[src/rtl/cfg_seq_pkg.sv]
package cfg_seq_pkg;

    typedef enum logic [2:0] {
        ST_PWR_WAIT = 3'd0,
        ST_CLEAR    = 3'd1,
        ST_RELEASE  = 3'd2,
        ST_LOAD     = 3'd3,
        ST_STARTUP  = 3'd4,
        ST_USER     = 3'd5,
        ST_FAIL     = 3'd6
    } cfg_state_e;

    typedef struct packed {
        logic srel;
        logic complete;
        logic io_en;
    } su_flags_t;

    localparam su_flags_t SU_NONE = '{srel: 1'b0, complete: 1'b0, io_en: 1'b0};

    function automatic int cnt_width(input int n);
        return (n < 2) ? 1 : $clog2(n);
    endfunction

    function automatic logic pulls_line(input cfg_state_e s);
        return (s == ST_PWR_WAIT) || (s == ST_CLEAR) || (s == ST_FAIL);
    endfunction

endpackage

[src/rtl/cfg_clear_timer.sv]
module cfg_clear_timer #(
    parameter int CYCLES = 64
) (
    input  logic clk,
    input  logic rst,
    input  logic restart,
    output logic expired
);
    localparam int CW = cfg_seq_pkg::cnt_width(CYCLES);
    localparam logic [CW-1:0] LAST = CW'(CYCLES - 1);

    logic [CW-1:0] cnt_q;

    assign expired = (cnt_q == LAST);

    always_ff @(posedge clk) begin
        if (rst || restart) begin
            cnt_q <= '0;
        end else if (!expired) begin
            cnt_q <= cnt_q + 1'b1;
        end
    end
endmodule

[src/rtl/cfg_crc_accum.sv]
module cfg_crc_accum #(
    parameter int              W    = 16,
    parameter logic [W-1:0]    POLY = 16'h1021,
    parameter logic [W-1:0]    SEED = '1
) (
    input  logic         clk,
    input  logic         rst,
    input  logic         clear,
    input  logic         step_en,
    input  logic [W-1:0] word,
    output logic [W-1:0] value
);
    function automatic logic [W-1:0] next_val(input logic [W-1:0] c, input logic [W-1:0] d);
        logic [W-1:0] sh;
        sh = {c[W-2:0], 1'b0};
        if (c[W-1]) begin
            sh = sh ^ POLY;
        end
        return sh ^ d;
    endfunction

    always_ff @(posedge clk) begin
        if (rst || clear) begin
            value <= SEED;
        end else if (step_en) begin
            value <= next_val(value, word);
        end
    end
endmodule

[src/rtl/cfg_startup_seq.sv]
module cfg_startup_seq
    import cfg_seq_pkg::*;
(
    input  logic      clk,
    input  logic      rst,
    input  logic      clear,
    input  logic      start,
    output su_flags_t flags
);
    always_ff @(posedge clk) begin
        if (rst || clear) begin
            flags <= SU_NONE;
        end else begin
            flags.srel     <= flags.srel | start;
            flags.complete <= flags.complete | flags.srel;
            flags.io_en    <= flags.io_en | flags.complete;
        end
    end
endmodule

[src/rtl/cfg_seq_ctrl.sv]
module cfg_seq_ctrl
    import cfg_seq_pkg::*;
#(
    parameter int                  DATA_W       = 16,
    parameter int                  MODE_W       = 3,
    parameter int                  CLEAR_CYCLES = 64,
    parameter logic [DATA_W-1:0]   CRC_POLY     = 16'h1021,
    parameter logic [DATA_W-1:0]   CRC_SEED     = '1
) (
    input  logic              clk,
    input  logic              rst,
    input  logic              vcc_core_ok,
    input  logic              vcc_io_ok,
    input  logic              restart_n,
    input  logic              rdy_line_in,
    input  logic [MODE_W-1:0] boot_mode_pins,
    input  logic              cfg_valid,
    input  logic [DATA_W-1:0] cfg_data,
    input  logic              cfg_last,
    output logic              rdy_line_pull_low,
    output logic              cfg_complete,
    output logic              state_reset_release,
    output logic              user_io_en,
    output logic [MODE_W-1:0] boot_mode_q
);
    cfg_state_e        state_q, state_d;
    logic              clr_expired;
    logic              clr_restart;
    logic [DATA_W-1:0] crc_val;
    logic              crc_step;
    logic              su_start;
    logic              mode_take;
    su_flags_t         su_flags;

    // Keep the clearing count at zero outside clearing and while restart is held.
    assign clr_restart = (state_q != ST_CLEAR) || !restart_n;

    cfg_clear_timer #(.CYCLES(CLEAR_CYCLES)) u_timer (
        .clk     (clk),
        .rst     (rst),
        .restart (clr_restart),
        .expired (clr_expired)
    );

    cfg_crc_accum #(.W(DATA_W), .POLY(CRC_POLY), .SEED(CRC_SEED)) u_crc (
        .clk     (clk),
        .rst     (rst),
        .clear   (state_q == ST_CLEAR),
        .step_en (crc_step),
        .word    (cfg_data),
        .value   (crc_val)
    );

    cfg_startup_seq u_su (
        .clk   (clk),
        .rst   (rst),
        .clear (state_d == ST_CLEAR),
        .start (su_start),
        .flags (su_flags)
    );

    always_comb begin
        state_d   = state_q;
        crc_step  = 1'b0;
        su_start  = 1'b0;
        mode_take = 1'b0;
        if (!restart_n && state_q != ST_PWR_WAIT) begin
            state_d = ST_CLEAR;
        end else begin
            unique case (state_q)
                ST_PWR_WAIT: if (vcc_core_ok && vcc_io_ok) state_d = ST_CLEAR;
                ST_CLEAR:    if (clr_expired) state_d = ST_RELEASE;
                ST_RELEASE: begin
                    // Line let go; an outside hold keeps the wired value low.
                    if (rdy_line_in) begin
                        mode_take = 1'b1;
                        state_d   = ST_LOAD;
                    end
                end
                ST_LOAD: begin
                    if (cfg_valid) begin
                        if (!cfg_last) begin
                            crc_step = 1'b1;
                        end else if (cfg_data == crc_val) begin
                            su_start = 1'b1;
                            state_d  = ST_STARTUP;
                        end else begin
                            state_d  = ST_FAIL;
                        end
                    end
                end
                ST_STARTUP:  if (su_flags.io_en) state_d = ST_USER;
                ST_USER:     state_d = ST_USER;
                ST_FAIL:     state_d = ST_FAIL;
                default:     state_d = ST_PWR_WAIT;
            endcase
        end
    end

    always_ff @(posedge clk) begin
        if (rst) begin
            state_q     <= ST_PWR_WAIT;
            boot_mode_q <= '0;
        end else begin
            state_q <= state_d;
            if (mode_take) begin
                boot_mode_q <= boot_mode_pins;
            end
        end
    end

    assign rdy_line_pull_low   = pulls_line(state_q);
    assign state_reset_release = su_flags.srel;
    assign cfg_complete        = su_flags.complete;
    assign user_io_en          = su_flags.io_en;
endmodule

[config.mk]
export PLATFORM = sky130hd
export DESIGN_NAME = cfg_seq_ctrl
export DESIGN_NICKNAME = d
export VERILOG_FILES = /design/src/rtl/cfg_seq_pkg.sv /design/src/rtl/cfg_clear_timer.sv /design/src/rtl/cfg_crc_accum.sv /design/src/rtl/cfg_startup_seq.sv /design/src/rtl/cfg_seq_ctrl.sv
export SDC_FILE = /design/constraint.sdc
export NUM_CORES = 1
export LEC_CHECK = 0
export ABC_CLOCK_PERIOD_IN_PS = 2430
export BUFFER_PORTS_ARGS = -buffer_cell sky130_fd_sc_hd__buf_4
export CAP_MARGIN = 40
export CELL_PAD_IN_SITES_DETAIL_PLACEMENT = 0
export CELL_PAD_IN_SITES_GLOBAL_PLACEMENT = 1
export CORE_MARGIN = 4
export CORE_UTILIZATION = 30
export CTS_CLUSTER_DIAMETER = 40
export CTS_CLUSTER_SIZE = 28
export DETAILED_ROUTE_END_ITERATION = 7
export PLACE_DENSITY = 0.6
export SETUP_SLACK_MARGIN = 0.05
export SLEW_MARGIN = 25
export SYNTH_ARGS = -nofsm -noshare
export SYNTH_HDL_FRONTEND = slang
export SYNTH_HIERARCHICAL = 1
export SYNTH_SLANG_ARGS = --single-unit
[constraint.sdc]
create_clock -name clk -period 2.43 [get_ports clk]
set_input_delay 0.1215 -clock clk [delete_from_list [all_inputs] [get_ports clk]]
set_output_delay 0.1215 -clock clk [all_outputs]
set_load 0.02 [all_outputs]
==> run metrics, run 1 <==
CORE AREA 5507 µm²; CTS Buf Count 5; hold_buf cts 0; Max-slew headroom 61.56%; Synth warnings 6; slowest CP cell dfxtp_1; CTS resizes 0; Syn Area/Cell 8.942 µm²; Post-CTS Setup Inserts 0; Critical Path AT 2.08 ns; Worst path max stage delay 0.37 ns; cells after synthesis 191; clock skew 0.003599 ns; Max Fclk 0.5333 GHz; Final Max Tran Viols 0; Clock Tree Root clkbuf_8; CTS HTree Levels 2; Port Buf Inserts 33; Worst VDD drop 0.2267 mV; largest net degree at the start of global routing 17; Yosys cell types 45; Die Wd 83.45 µm; crit start category flip-flop; Clock Latency Late Sink 0.28 ns; First-pass DRT Iterations 4; critical path peak fanout 5; largest cells by area after synthesis dfxtp_1 (36%), xnor2_1 (7.7%), o211ai_1 (6.6%), nand2b_1 (6.2%), xor2_1 (6.2%); initial antenna violation count 0; fillers 571; Crit. Startpoint u_timer/cnt_q[0]; post-synthesis to final-layout area growth 24.54%; crit-path cells ha_1 -> nand2_1 -> nor2_1 -> nand2b_1 -> a21oi_1 -> a31oi_1 -> nand2_1 -> and3_1 -> nor3_1; total leakage power 0.9019 nW; via/cell ratio 4.903; Chip Height 83.45 µm; most common cell in the netlist dfxtp_1; Yosys top cell by area dfxtp_1; maximum clock path buffer count 2; unrepaired setup endpoints after global routing false; outcome completed; syn nets 219; WS Path Type flip-flop to flip-flop; CTS tree done; Design Area, Final 2127 µm²; post-DP HPWL 2898 µm; crit end category flip-flop; crit share post-route 77.17%; post-route ant nets 0; # DRC 0; Die Area 6964 µm²; post-synth top area share 36.34%; via count 1466; sequential fraction of the synthesis area 36.34%; first-pass GRT wire length 6865 µm; share of layout cells above drive strength 1 22.47%; Tot GR Track Use 12.02%; Sink Count 31; final wirelength 3926 µm; Tightest Pin Transition 0.5760 ns; Top FF cell, synth dfxtp_1; r2r worst-path depth 9; worst slack, placed 0.5947 ns; initial cell density of the core 31.02%; Worst EP required 2.64 ns; maxcap violations 0; DRT iter0 DRCs 60; Ports 34; Rows 27; min Tclk post-route 1.875 ns; hold crit path type primary input to flip-flop; RR Endpoint u_su/flags[1]; Reg2Reg Setup Slack 0.55 ns; number of global-route vias before repair 1480; Final Setup Violations 0; Final GP Congestion 0.7307; Critical Path Most Common Cell nand2_1; NumNets Final 255; most frequent cells after synthesis dfxtp_1 (31), nor2_1 (21), nand2b_1 (17), o211ai_1 (15), xnor2_1 (15); grt total ovfl 0; Worst R2R Start u_timer/cnt_q[0]; DP Area 2039 µm²; Worst Setup EP u_su/flags[1]; WL/cell 13.13 µm; total power 0.001043 W; setup_tns 0 ns; Reg clk slew, reported paths 0.07 ns; Inserted Diodes 0; PD cells 490.4 nW/µm²; #FFs+latches synth 31; Mapped Area 1708 µm²; fin worst setup slack 0.5547 ns; Post-synth EDFFs 0; hold_sp boot_mode_pins[0]; ys async rst share 0%; Hold Violations, Final 0
-- cells by family (layout without fill, tap and decap cells) --
kind of cell | Yosys count | in the layout | synth area share (%)
simple gates | 77 | 77 | 25.27
buf+inv | 12 | 48 | 2.931
fa+ha+maj | 1 | 1 | 0.7325
xor+xnor | 29 | 29 | 16.48
compound gates | 38 | 38 | 16.48
mux | 3 | 3 | 1.758
flops | 31 | 31 | 36.34
-- per-stage QoR --
step                instances  hold WS (ns)  utilization (%)
floorplan                 191        0.1933                -
global placement          292        0.3575            37.04
detailed placement        292        0.3669            37.04
CTS                       299       0.07167            38.63
global route              299       0.07837            38.63
finish                    299       0.07691            38.63
-- layer usage --
layer / vias to the layer above / routed length, µm / track usage, %
met5: - / 0 / 0
li1: 746 / - / -
met2: 41 / 1762 / 19.24
met1: 673 / 1865 / 15.16
met3: 6 / 246 / 4.146
met4: 0 / 51 / 3.947
-- flip-flops by register name (all words and copies together), names as in the netlist --
name,count
u_su/flags,3
u_timer/cnt_q,6
state_q,3
boot_mode_q,3
u_crc/value,16
-- cell usage in the layout (no fill, tap or decap), types with 2 or more instances in the layout --
master / n
buf_4: 35
and2_1: 2
o21a_1: 2
clkbuf_8: 6
nand3_1: 3
xor2_1: 12
o21ai_0: 4
nand3b_1: 2
nor2_1: 21
nor3b_1: 2
o22ai_1: 2
nor3_1: 5
xnor2_1: 15
o211ai_1: 15
nand2b_1: 17
dfxtp_1: 31
nor2b_1: 2
nand2_1: 7
nand4_1: 4
xnor3_1: 2
mux2i_1: 3
a21oi_1: 5
and3_1: 2
inv_1: 6
-- worst max-delay path: cells and delay by family, from the launching register on --
kind | cells | cell delay (ns)
and+or+nand+nor | 6 | 0.95
DFF | 1 | 0.37
AOI/OAI and AO/OA | 2 | 0.26
adders and majority gates | 1 | 0.21
-- power breakdown --
part           switching [W]  total, W  internal, W
combinational      0.0000531  0.000111    0.0000579
clock               0.000192  0.000414     0.000222
sequential        0.00000725  0.000518     0.000511
total               0.000253   0.00104     0.000791
-- area by class of cell --
class,count,area [µm²],area share (%)
sequential,31,620.6,29.18
multi-input combinational,148,1044,49.06
inverter,6,22.52,1.059
clock inverter,1,5.005,0.2353
timing repair buffer,35,262.8,12.35
clock buffer,6,82.58,3.882
tap,72,90.09,4.235
-- how the worst min path moves through the flow --
| stage | to | cells past startpoint |
|---|---|---|
| 2_1_floorplan | state_q[0] | 1 |
| 3_5_place_dp | boot_mode_q[1] | 3 |
| 5_1_grt | boot_mode_q[2] | 3 |
| 3_3_place_gp | boot_mode_q[1] | 3 |
| 4_1_cts | boot_mode_q[1] | 3 |
| 6_report | boot_mode_q[0] | 3 |
Power figures use the tool's default switching activity.
==> inputs of run 2 (changes only) <==
Settings changed: ABC_CLOCK_PERIOD_IN_PS 2430 to 1800.
Clock period 2.43 ns to 1.8 ns, I/O delays scaled along.
==> run 2 against run 1 <==
Net effect: register-to-register slack worse by 0.41 ns; non-clock buffer count rose by 9; total power grew 36%; combinational power is 50% higher; critical path type unchanged.
==> run metrics, run 2 (synthesis results as in run 1) <==
multi-input logic area 1071 µm² (+2.6%); WP depth 6 (-3); r2r worst-path depth 6 (-3); Reg area 625.6 µm² (+0.81%); Die Wd 83.45 µm (unchanged); CTS Buf Count 5 (unchanged); min Tclk post-route 1.656 ns (-0.2196 ns); First-pass DRT Iterations 4 (unchanged); slowest CP cell nor4_2; Worst path max stage delay 0.35 ns (-0.02 ns); Tot GR Track Use 11.90% (-0.12 points); hold_buf cts 0 (unchanged); number of global-route vias before repair 1439 (-2.8%); CORE AREA 5507 µm² (unchanged); Final GP Congestion 0.7362 (+0.75%); hold slack 0.04193 ns (-0.03497 ns); Critical Path AT 1.83 ns (-0.25 ns); Worst VDD drop 0.4683 mV (+110%); final non-filler cell total 308 (+3.0%); fillers 586 (+2.6%); Clock Tree Root clkbuf_8; Worst R2R Start u_crc/value[2]; Final Max Tran Viols 0 (unchanged); Reg clk slew, reported paths 0.07 ns (about the same); Inserted Diodes 0 (unchanged); crit share post-route 91.98% (+15 points); crit end category flip-flop; grt total ovfl 0 (unchanged); Worst EP required 1.97 ns (-0.67 ns); setup_tns 0 ns (unchanged); Chip Height 83.45 µm (unchanged); commonest non-fill, non-tap cell in the layout buf_4; WS Path Type flip-flop to flip-flop; maxcap violations 0 (unchanged); post-synthesis to final-layout area growth 30.40%; via/cell ratio 4.776 (-2.6%); WP buf/inv 0 (unchanged); Ports 34 (unchanged); Tightest Pin Transition 0.4114 ns (-0.1646 ns); Reg2Reg Setup Slack 0.14 ns (-0.41 ns); Max-slew headroom 72.57% (+11 points); CTS HTree Levels 2 (unchanged); via count 1471 (+0.34%); commonest non-fill, non-tap cells in the layout buf_4 (44), dfxtp_1 (27), nor2_1 (20), nand2b_1 (17); max FFs per register 16 (unchanged); crit start category flip-flop; WL/cell 12.87 µm (-2.0%); Die Area 6964 µm² (unchanged); post-DP HPWL 2968 µm (+2.4%); Hold Violations, Final 0 (unchanged); outcome completed; DRT iter0 DRCs 47 (-22%); Clock Latency Late Sink 0.28 ns (about the same); unrepaired setup endpoints after global routing false; critical path peak fanout 3 (-2); Min-Delay Path Depth 3 (unchanged); Max Fclk 0.6040 GHz (+13%); Regs by FF count u_crc/value x16, u_timer/cnt_q x6; Biggest register u_crc/value; RR Endpoint u_su/flags[1]; Core Util, Final 40.45% (+1.8 points); initial antenna violation count 0 (unchanged); Port Buf Inserts 33 (unchanged); CTS tree done; CP top delay family simple AND/OR/NAND/NOR gates; crit-path cells xor2_1 -> nor4_2 -> nand4bb_1 -> o31ai_2 -> and3_4 -> nor3_1; clock skew 0.005523 ns (+0.001924 ns); initial cell density of the core 31.02% (unchanged); maximum clock path buffer count 2 (unchanged); # DRC 0 (unchanged); placed insts 300 (+2.7%); largest net degree at the start of global routing 17 (unchanged); share of layout cells above drive strength 1 29.24% (+6.8 points); Worst Setup EP u_su/flags[1]; total leakage power 0.9470 nW (+5.0%); fin worst setup slack 0.1443 ns (-0.4104 ns); Final Setup Violations 0 (unchanged); worst slack, placed 0.01573 ns (-0.5790 ns); Rows 27 (unchanged); hold crit path type primary input to flip-flop; NumNets Final 264 (+3.5%); first-pass GRT wire length 6789 µm (-1.1%); PD cells 638.1 nW/µm² (+30%); final wirelength 3963 µm (+0.94%); Crit. Startpoint u_crc/value[2]; Sink Count 31 (unchanged); post-route ant nets 0 (unchanged)
## run 2: cell count changes in the layout (fill, tap and decap cells not counted), sizes merged
cell and delta:
buf +9
## run 2: through the flow
| step | total power, W | area [µm²] |
|---|---|---|
| after floorplan | 0.0007878 | 1714 |
| after global placement | 0.0008724 | 2100 |
| after detailed placement | 0.0008712 | 2100 |
| after CTS | 0.001438 | 2190 |
| after global routing | 0.001493 | 2227 |
| final | 0.001421 | 2227 |
## run 2: where the power goes
group / internal [W] / switching [W]
Sequential: 0.000690 / 0.00000699
Combinational: 0.0000888 / 0.0000772
Clock: 0.000300 / 0.000258
## run 2: repair_timing
item / 4_1_cts / 5_1_grt
endpoints found under the setup margin: 3 / 19
hold endpoints to repair: 0 / 0
pin swaps: 1 / 1
setup buffers: 0 / 1
gates resized for setup: 1 / 10
## run 2: cell type report
class                           instances  area share, %
Inverter                                6          1.011
Tap cell                               72          4.045
Multi-Input combinational cell        148          48.09
Clock inverter                          1         0.2247
Clock buffer                            6          3.708
Timing Repair Buffer                   44          14.83
Sequential cell                        31          28.09
## run 2: worst register-to-register path, cell delays in order, from the launching register on
cell	delay, ns
dfxtp_1	0.34
xor2_1	0.17
nor4_2	0.35
nand4bb_1	0.16
o31ai_2	0.24
and3_4	0.24
nor3_1	0.05
## run 2: routing by layer
metal  vias up  GRT usage [%]  wire [µm]
met5         -              0          0
li1        766              -          -
met3         5          4.047        213
met4         0          3.947         44
met1       672          14.43       1822
met2        28          19.75       1882
## run 2: worst min path at each step
stage	from	endpoint	slack (ns)
after global routing	boot_mode_pins[2]	boot_mode_q[2]	0.05
after detailed placement	boot_mode_pins[1]	boot_mode_q[1]	0.33
after floorplan	rst	state_q[0]	0.16
after CTS	boot_mode_pins[1]	boot_mode_q[1]	0.04
final	boot_mode_pins[1]	boot_mode_q[1]	0.04
after global placement	boot_mode_pins[1]	boot_mode_q[1]	0.33
